[src/rtl/rfs_pkg.sv]
package rfs_pkg;

   typedef enum logic [2:0] {
      ST_IDLE,
      ST_SETUP,
      ST_HIGH,
      ST_LOW,
      ST_HOLD,
      ST_GAP
   } rfs_state_t;

   function automatic int unsigned rfs_bits(input int unsigned v);
      return (v < 2) ? 1 : $clog2(v);
   endfunction

endpackage

[src/rtl/rfs_phase_timer.sv]
module rfs_phase_timer #(
   parameter int unsigned HALF_DIV = 4
) (
   input  logic clk,
   input  logic rst_n,
   input  logic run,
   input  logic gap_sel,
   output logic expire
);
   localparam int unsigned GAP_CYC = 2 * HALF_DIV;
   localparam int unsigned CW      = rfs_pkg::rfs_bits(GAP_CYC);

   generate
      if (HALF_DIV == 1) begin : g_unit
         logic second_q;
         assign expire = run && (!gap_sel || second_q);
         always_ff @(posedge clk) begin
            if (!rst_n) second_q <= 1'b0;
            else        second_q <= run && gap_sel && !second_q;
         end
      end else begin : g_count
         localparam logic [CW-1:0] HALF_LIM = CW'(HALF_DIV - 1);
         localparam logic [CW-1:0] GAP_LIM  = CW'(GAP_CYC - 1);
         logic [CW-1:0] cnt_q;
         logic [CW-1:0] limit;
         assign limit  = gap_sel ? GAP_LIM : HALF_LIM;
         assign expire = run && (cnt_q == limit);
         always_ff @(posedge clk) begin
            if (!rst_n || !run || expire) cnt_q <= '0;
            else                          cnt_q <= cnt_q + 1'b1;
         end
      end
   endgenerate
endmodule

[src/rtl/rfs_shift_unit.sv]
module rfs_shift_unit #(
   parameter int unsigned ADDR_W = 7,
   parameter int unsigned DATA_W = 8
) (
   input  logic              clk,
   input  logic              rst_n,
   input  logic              load,
   input  logic              is_write,
   input  logic [ADDR_W-1:0] addr_in,
   input  logic [DATA_W-1:0] wdata_in,
   input  logic              advance,
   input  logic              capture,
   input  logic              finish,
   input  logic              read_txn,
   input  logic              miso,
   output logic              mosi,
   output logic [DATA_W-1:0] rdata
);
   localparam int unsigned FRAME_W = 1 + ADDR_W + DATA_W;

   logic [FRAME_W-1:0] tx_q;
   logic [DATA_W-1:0]  rx_q;
   logic [DATA_W-1:0]  rdata_q;
   logic [DATA_W-1:0]  data_field;

   // read frames send a zero data field
   assign data_field = is_write ? wdata_in : '0;

   always_ff @(posedge clk) begin
      if (!rst_n)       tx_q <= '1;
      else if (load)    tx_q <= {is_write, addr_in, data_field};
      else if (finish)  tx_q <= '1;
      else if (advance) tx_q <= {tx_q[FRAME_W-2:0], 1'b1};
   end

   always_ff @(posedge clk) begin
      if (!rst_n)       rx_q <= '0;
      else if (capture) rx_q <= {rx_q[DATA_W-2:0], miso};
   end

   always_ff @(posedge clk) begin
      if (!rst_n)                 rdata_q <= '0;
      else if (finish && read_txn) rdata_q <= rx_q;
   end

   assign mosi  = tx_q[FRAME_W-1];
   assign rdata = rdata_q;
endmodule

[src/rtl/rfs_sequencer.sv]
module rfs_sequencer #(
   parameter int unsigned CMD_W   = 8,
   parameter int unsigned FRAME_W = 16
) (
   input  logic clk,
   input  logic rst_n,
   input  logic req_valid,
   input  logic req_write,
   input  logic expire,
   output logic req_ready,
   output logic run,
   output logic gap_sel,
   output logic load,
   output logic advance,
   output logic capture,
   output logic finish,
   output logic read_txn,
   output logic cs_n,
   output logic sclk,
   output logic done
);
   import rfs_pkg::*;

   localparam int unsigned BW = rfs_bits(FRAME_W + 1);
   localparam logic [BW-1:0] LAST_BIT  = BW'(FRAME_W - 1);
   localparam logic [BW-1:0] FIRST_DAT = BW'(CMD_W);

   rfs_state_t    state_q;
   logic [BW-1:0] bit_q;
   logic          write_q;
   logic          cs_n_q;
   logic          sclk_q;
   logic          done_q;
   logic          accept;

   assign accept    = req_valid && (state_q == ST_IDLE);
   assign req_ready = (state_q == ST_IDLE);
   assign run       = (state_q != ST_IDLE);
   assign gap_sel   = (state_q == ST_GAP);
   assign load      = accept;
   assign advance   = (state_q == ST_HIGH) && expire;
   assign capture   = advance && !write_q && (bit_q >= FIRST_DAT);
   assign finish    = (state_q == ST_HOLD) && expire;
   assign read_txn  = !write_q;

   always_ff @(posedge clk) begin
      if (!rst_n) begin
         state_q <= ST_IDLE;
         bit_q   <= '0;
         write_q <= 1'b0;
         cs_n_q  <= 1'b1;
         sclk_q  <= 1'b0;
         done_q  <= 1'b0;
      end else begin
         done_q <= 1'b0;
         case (state_q)
            ST_IDLE: begin
               if (accept) begin
                  state_q <= ST_SETUP;
                  bit_q   <= '0;
                  write_q <= req_write;
                  cs_n_q  <= 1'b0;
               end
            end
            ST_SETUP: begin
               if (expire) begin
                  state_q <= ST_HIGH;
                  sclk_q  <= 1'b1;
               end
            end
            ST_HIGH: begin
               if (expire) begin
                  sclk_q <= 1'b0;
                  if (bit_q == LAST_BIT) begin
                     state_q <= ST_HOLD;
                  end else begin
                     state_q <= ST_LOW;
                     bit_q   <= bit_q + 1'b1;
                  end
               end
            end
            ST_LOW: begin
               if (expire) begin
                  state_q <= ST_HIGH;
                  sclk_q  <= 1'b1;
               end
            end
            ST_HOLD: begin
               if (expire) begin
                  state_q <= ST_GAP;
                  cs_n_q  <= 1'b1;
                  done_q  <= 1'b1;
               end
            end
            ST_GAP: begin
               if (expire) state_q <= ST_IDLE;
            end
            default: state_q <= ST_IDLE;
         endcase
      end
   end

   assign cs_n = cs_n_q;
   assign sclk = sclk_q;
   assign done = done_q;
endmodule

[src/rtl/regframe_spi_master.sv]
module regframe_spi_master #(
   parameter int unsigned ADDR_W   = 7,
   parameter int unsigned DATA_W   = 8,
   parameter int unsigned HALF_DIV = 4
) (
   input  logic              clk,
   input  logic              rst_n,
   input  logic              req_valid,
   output logic              req_ready,
   input  logic              req_write,
   input  logic [ADDR_W-1:0] req_addr,
   input  logic [DATA_W-1:0] req_wdata,
   output logic              done,
   output logic [DATA_W-1:0] rsp_rdata,
   output logic              spi_cs_n,
   output logic              spi_sclk,
   output logic              spi_mosi,
   input  logic              spi_miso
);
   localparam int unsigned CMD_W   = 1 + ADDR_W;
   localparam int unsigned FRAME_W = CMD_W + DATA_W;

   generate
      if (ADDR_W < 1) begin : g_bad_addr
         $error("ADDR_W must be at least 1");
      end
      if (DATA_W < 2) begin : g_bad_data
         $error("DATA_W must be at least 2");
      end
      if (HALF_DIV < 1) begin : g_bad_div
         $error("HALF_DIV must be at least 1");
      end
   endgenerate

   logic run, gap_sel, expire;
   logic load, advance, capture, finish, read_txn;

   rfs_phase_timer #(.HALF_DIV(HALF_DIV)) u_timer (
      .clk     (clk),
      .rst_n   (rst_n),
      .run     (run),
      .gap_sel (gap_sel),
      .expire  (expire)
   );

   rfs_sequencer #(.CMD_W(CMD_W), .FRAME_W(FRAME_W)) u_seq (
      .clk       (clk),
      .rst_n     (rst_n),
      .req_valid (req_valid),
      .req_write (req_write),
      .expire    (expire),
      .req_ready (req_ready),
      .run       (run),
      .gap_sel   (gap_sel),
      .load      (load),
      .advance   (advance),
      .capture   (capture),
      .finish    (finish),
      .read_txn  (read_txn),
      .cs_n      (spi_cs_n),
      .sclk      (spi_sclk),
      .done      (done)
   );

   rfs_shift_unit #(.ADDR_W(ADDR_W), .DATA_W(DATA_W)) u_shift (
      .clk      (clk),
      .rst_n    (rst_n),
      .load     (load),
      .is_write (req_write),
      .addr_in  (req_addr),
      .wdata_in (req_wdata),
      .advance  (advance),
      .capture  (capture),
      .finish   (finish),
      .read_txn (read_txn),
      .miso     (spi_miso),
      .mosi     (spi_mosi),
      .rdata    (rsp_rdata)
   );
endmodule

[config.mk]
export PLATFORM = sky130hd
export DESIGN_NAME = regframe_spi_master
export DESIGN_NICKNAME = d
export VERILOG_FILES = /design/src/rtl/rfs_pkg.sv /design/src/rtl/rfs_phase_timer.sv /design/src/rtl/rfs_shift_unit.sv /design/src/rtl/rfs_sequencer.sv /design/src/rtl/regframe_spi_master.sv
export SDC_FILE = /design/constraint.sdc
export NUM_CORES = 1
export LEC_CHECK = 0
export ABC_CLOCK_PERIOD_IN_PS = 3300
export BUFFER_PORTS_ARGS = -buffer_cell sky130_fd_sc_hd__buf_2
export CAP_MARGIN = 25
export CORE_ASPECT_RATIO = 1.25
export CORE_MARGIN = 2
export CORE_UTILIZATION = 55
export CTS_BUF_LIST = sky130_fd_sc_hd__clkbuf_8 sky130_fd_sc_hd__clkbuf_16
export CTS_CLUSTER_SIZE = 16
export DETAILED_ROUTE_END_ITERATION = 10
export PLACE_DENSITY = 0.83
export SKIP_LAST_GASP = 1
export SLEW_MARGIN = 0
export SYNTH_ARGS = -nofsm -noshare
export SYNTH_HDL_FRONTEND = slang
export SYNTH_HIERARCHICAL = 1
export SYNTH_SLANG_ARGS = --single-unit
[constraint.sdc]
create_clock -name clk -period 3.3 [get_ports clk]
set_input_delay 0.825 -clock clk [delete_from_list [all_inputs] [get_ports clk]]
set_output_delay 0.825 -clock clk [all_outputs]
set_load 0.005 [all_outputs]
==> out/results.ini <==
[layout]
antenna_cells=0
drive_gt1_frac=0.2472
finalNetCount=290
area_growth_pct=10.08
final_area_um2=2542

[cts]
clock-sinks=47
insertion_delay_ns=0.30
path_clk_slew_ns=0.08
htree_levels=2
cts_buffers=5
root_buffer=clkbuf_8
cts_tree=built
post_cts_resized=0
postCtsHoldBufs=0
post_cts_buffers=0
clock_path_buffers=2

[logic_synthesis]
synthArstFlopShare=0
avgSynthCellArea_um2=9.427
ys_seq_area_frac=0.4074
synth_top_area_frac=0.4074
synth_top_family_by_area=compound AO/OA/AOI/OAI gates
synth_top_area_cell=dfxtp_1
synth_edf_count=0
synth_mux_area_frac=0.03900
syn_area_um2=2310
netlist_top_cells_area=dfxtp_1 (41%), o221ai_2 (6.5%), a211oi_1 (4.6%)
synth_xor_area_frac=0.003792
yosysUniqueCellTypes=44
synth_commonest_cells=dfxtp_1 (47), inv_1 (21), nand3_1 (17)
synth_seq_cells=47
syn-instance-count=245
synth_compound_area_frac=0.2660
synthAdderAreaFrac=0.02167
yosysMostFrequentCell=dfxtp_1
synth-simple-area-share=0.1761
synthFlopType=dfxtp_1
yosysWarnings=6
syn_nets=269

[global_route]
grt_usage=0.1856
antenna_found_initial=0
grt_pass1_vias=1610
grt-ovfl-total=0
grt_max_degree=36
grt_pass1_wl_um=6844

[route]
final_antenna_net_count=0
wl_per_cell_um=13.16
dr_total_vias=1824
drtIter0Drc=65
via_per_inst=5.647
drt_wl_total_um=4250
drc=0
drt_pass1_iterations=4

[sta]
worstMarginPinSlew_ns=0.5427
fin_tns_setup_ns=0
period_needed_ns=2.799
finClkSkew_ns=0.007384
final-setup-viol-count=0
fmax_mhz=357.3
final_hold_viol_count=0
relSlewSlack=0.6382
rsz0062_at_grt=no
finalCritPeriodShare=0.8482
slew_violations=0
hold_slack_ns=0.4303

[power]
power_density_nw_per_um2=414.8
ir_worst_vdd_v=0.0001958
leakage_nw=1.053

[die]
row_count=26
num_io_pins=33
fp.dieH_um=76.45
initial_core_util=0.5680
die_w_um=61.96
core_area_um2=4066
die-area_um2=4737

[setup_path]
crit_fanout=21
endpoint_kind=flop
reg2reg_from=u_seq/state_q[1]$_SDFFE_PN0P_
r2r_cells=8
worstSetupStartpoint=u_seq/state_q[1]$_SDFFE_PN0P_
critical_path_class=reg -> reg
required_ns=3.47
start_kind=flop
critPathArrivalTime_ns=2.97

[job]
maxCapViolCount=0

[place]
place_area_um2=2447
port-buffer-count=32
gp_congestion=0.8599
dp_hpwl_um=2876

[run_status]
status=finished, final reports clean

[hold_path]
hp-class=reg -> reg
hold-path-cell-count=1
min_from=u_timer/g_count.cnt_q[0]$_SDFF_PP0_

[layout by cell type (no fill, tap or decap), drive strengths merged, types with 9 or more instances in the layout]
cell type / netlist / final
a211oi: 15 / 15
a21oi: 13 / 13
buf: 9 / 35
dfxtp: 47 / 47
inv: 21 / 22
mux2i: 9 / 9
nand3: 17 / 17
nor2: 9 / 9
nor2b: 12 / 12
o221ai: 14 / 14
[registers in the layout, summed over array words and instances (netlist names), 3 cells and up]
name / count
u_shift/rx_q: 8
u_shift/rdata: 8
u_seq/state_q: 3
u_seq/bit_q: 5
u_shift/tx_q: 16
u_timer/g_count.cnt_q: 3
[critical path: stages (launching register included)]
cell,delay [ns]
dfxtp_1,0.53
inv_1,0.16
and3_1,0.20
xnor2_1,0.26
and3_1,0.34
and4bb_4,0.44
o211a_1,0.44
mux2i_1,0.24
nor2_1,0.06
[power by group]
part,total (W),internal [W],switching [W]
registers,0.000595,0.000586,0.00000974
logic,0.000104,0.0000453,0.0000591
clock network,0.000355,0.000169,0.000186
[area by class of cell]
type                    instances  area, um2
clock buffers                   6      82.58
inverters                      21      78.83
multi-input cells             156       1175
fillers                       339       1524
repair buffers                 35      182.7
well taps                      56      70.07
clock inverters                 2      12.51
flip-flops and latches         47      940.9
[logic make-up after synthesis]
group	after synthesis
AOI/OAI and AO/OA	72
and+or+nand+nor	70
DFF	47
buffers and inverters	42
muxes	9
adders and majority gates	4
xor gates and xnor gates	1
[stage by stage]
step             util  worst slack (ns)  std cells  total power, W
2_1_floorplan       -            0.9620        245       0.0006877
3_3_place_gp   0.6018            0.6385        315       0.0007109
3_5_place_dp   0.6018            0.5453        315       0.0007141
4_1_cts        0.6252            0.5382        323        0.001067
5_1_grt        0.6252            0.2911        323        0.001097
6_report       0.6252            0.5009        323        0.001055
[per-layer routing]
layer / routed length, um / part of all wire / track usage / vias up
met5: 0 / 0 / 0 / -
met4: 70 / 0.016 / 0.07234 / 0
met3: 122 / 0.029 / 0.03565 / 7
met2: 2114 / 0.50 / 0.3198 / 28
met1: 1942 / 0.46 / 0.2146 / 865
li1: - / - / - / 924
[path summary, 6_finish.rpt]
check	to	slack [ns]
setup / recovery	u_shift/rx_q[7]$_SDFFE_PN0P_	0.50
hold / removal	u_timer/g_count.cnt_q[0]$_SDFF_PP0_	0.43
setup reg to reg	u_shift/rx_q[7]$_SDFFE_PN0P_	0.50
hold reg to reg	u_timer/g_count.cnt_q[0]$_SDFF_PP0_	0.43
(Power assumes the default switching activity.)
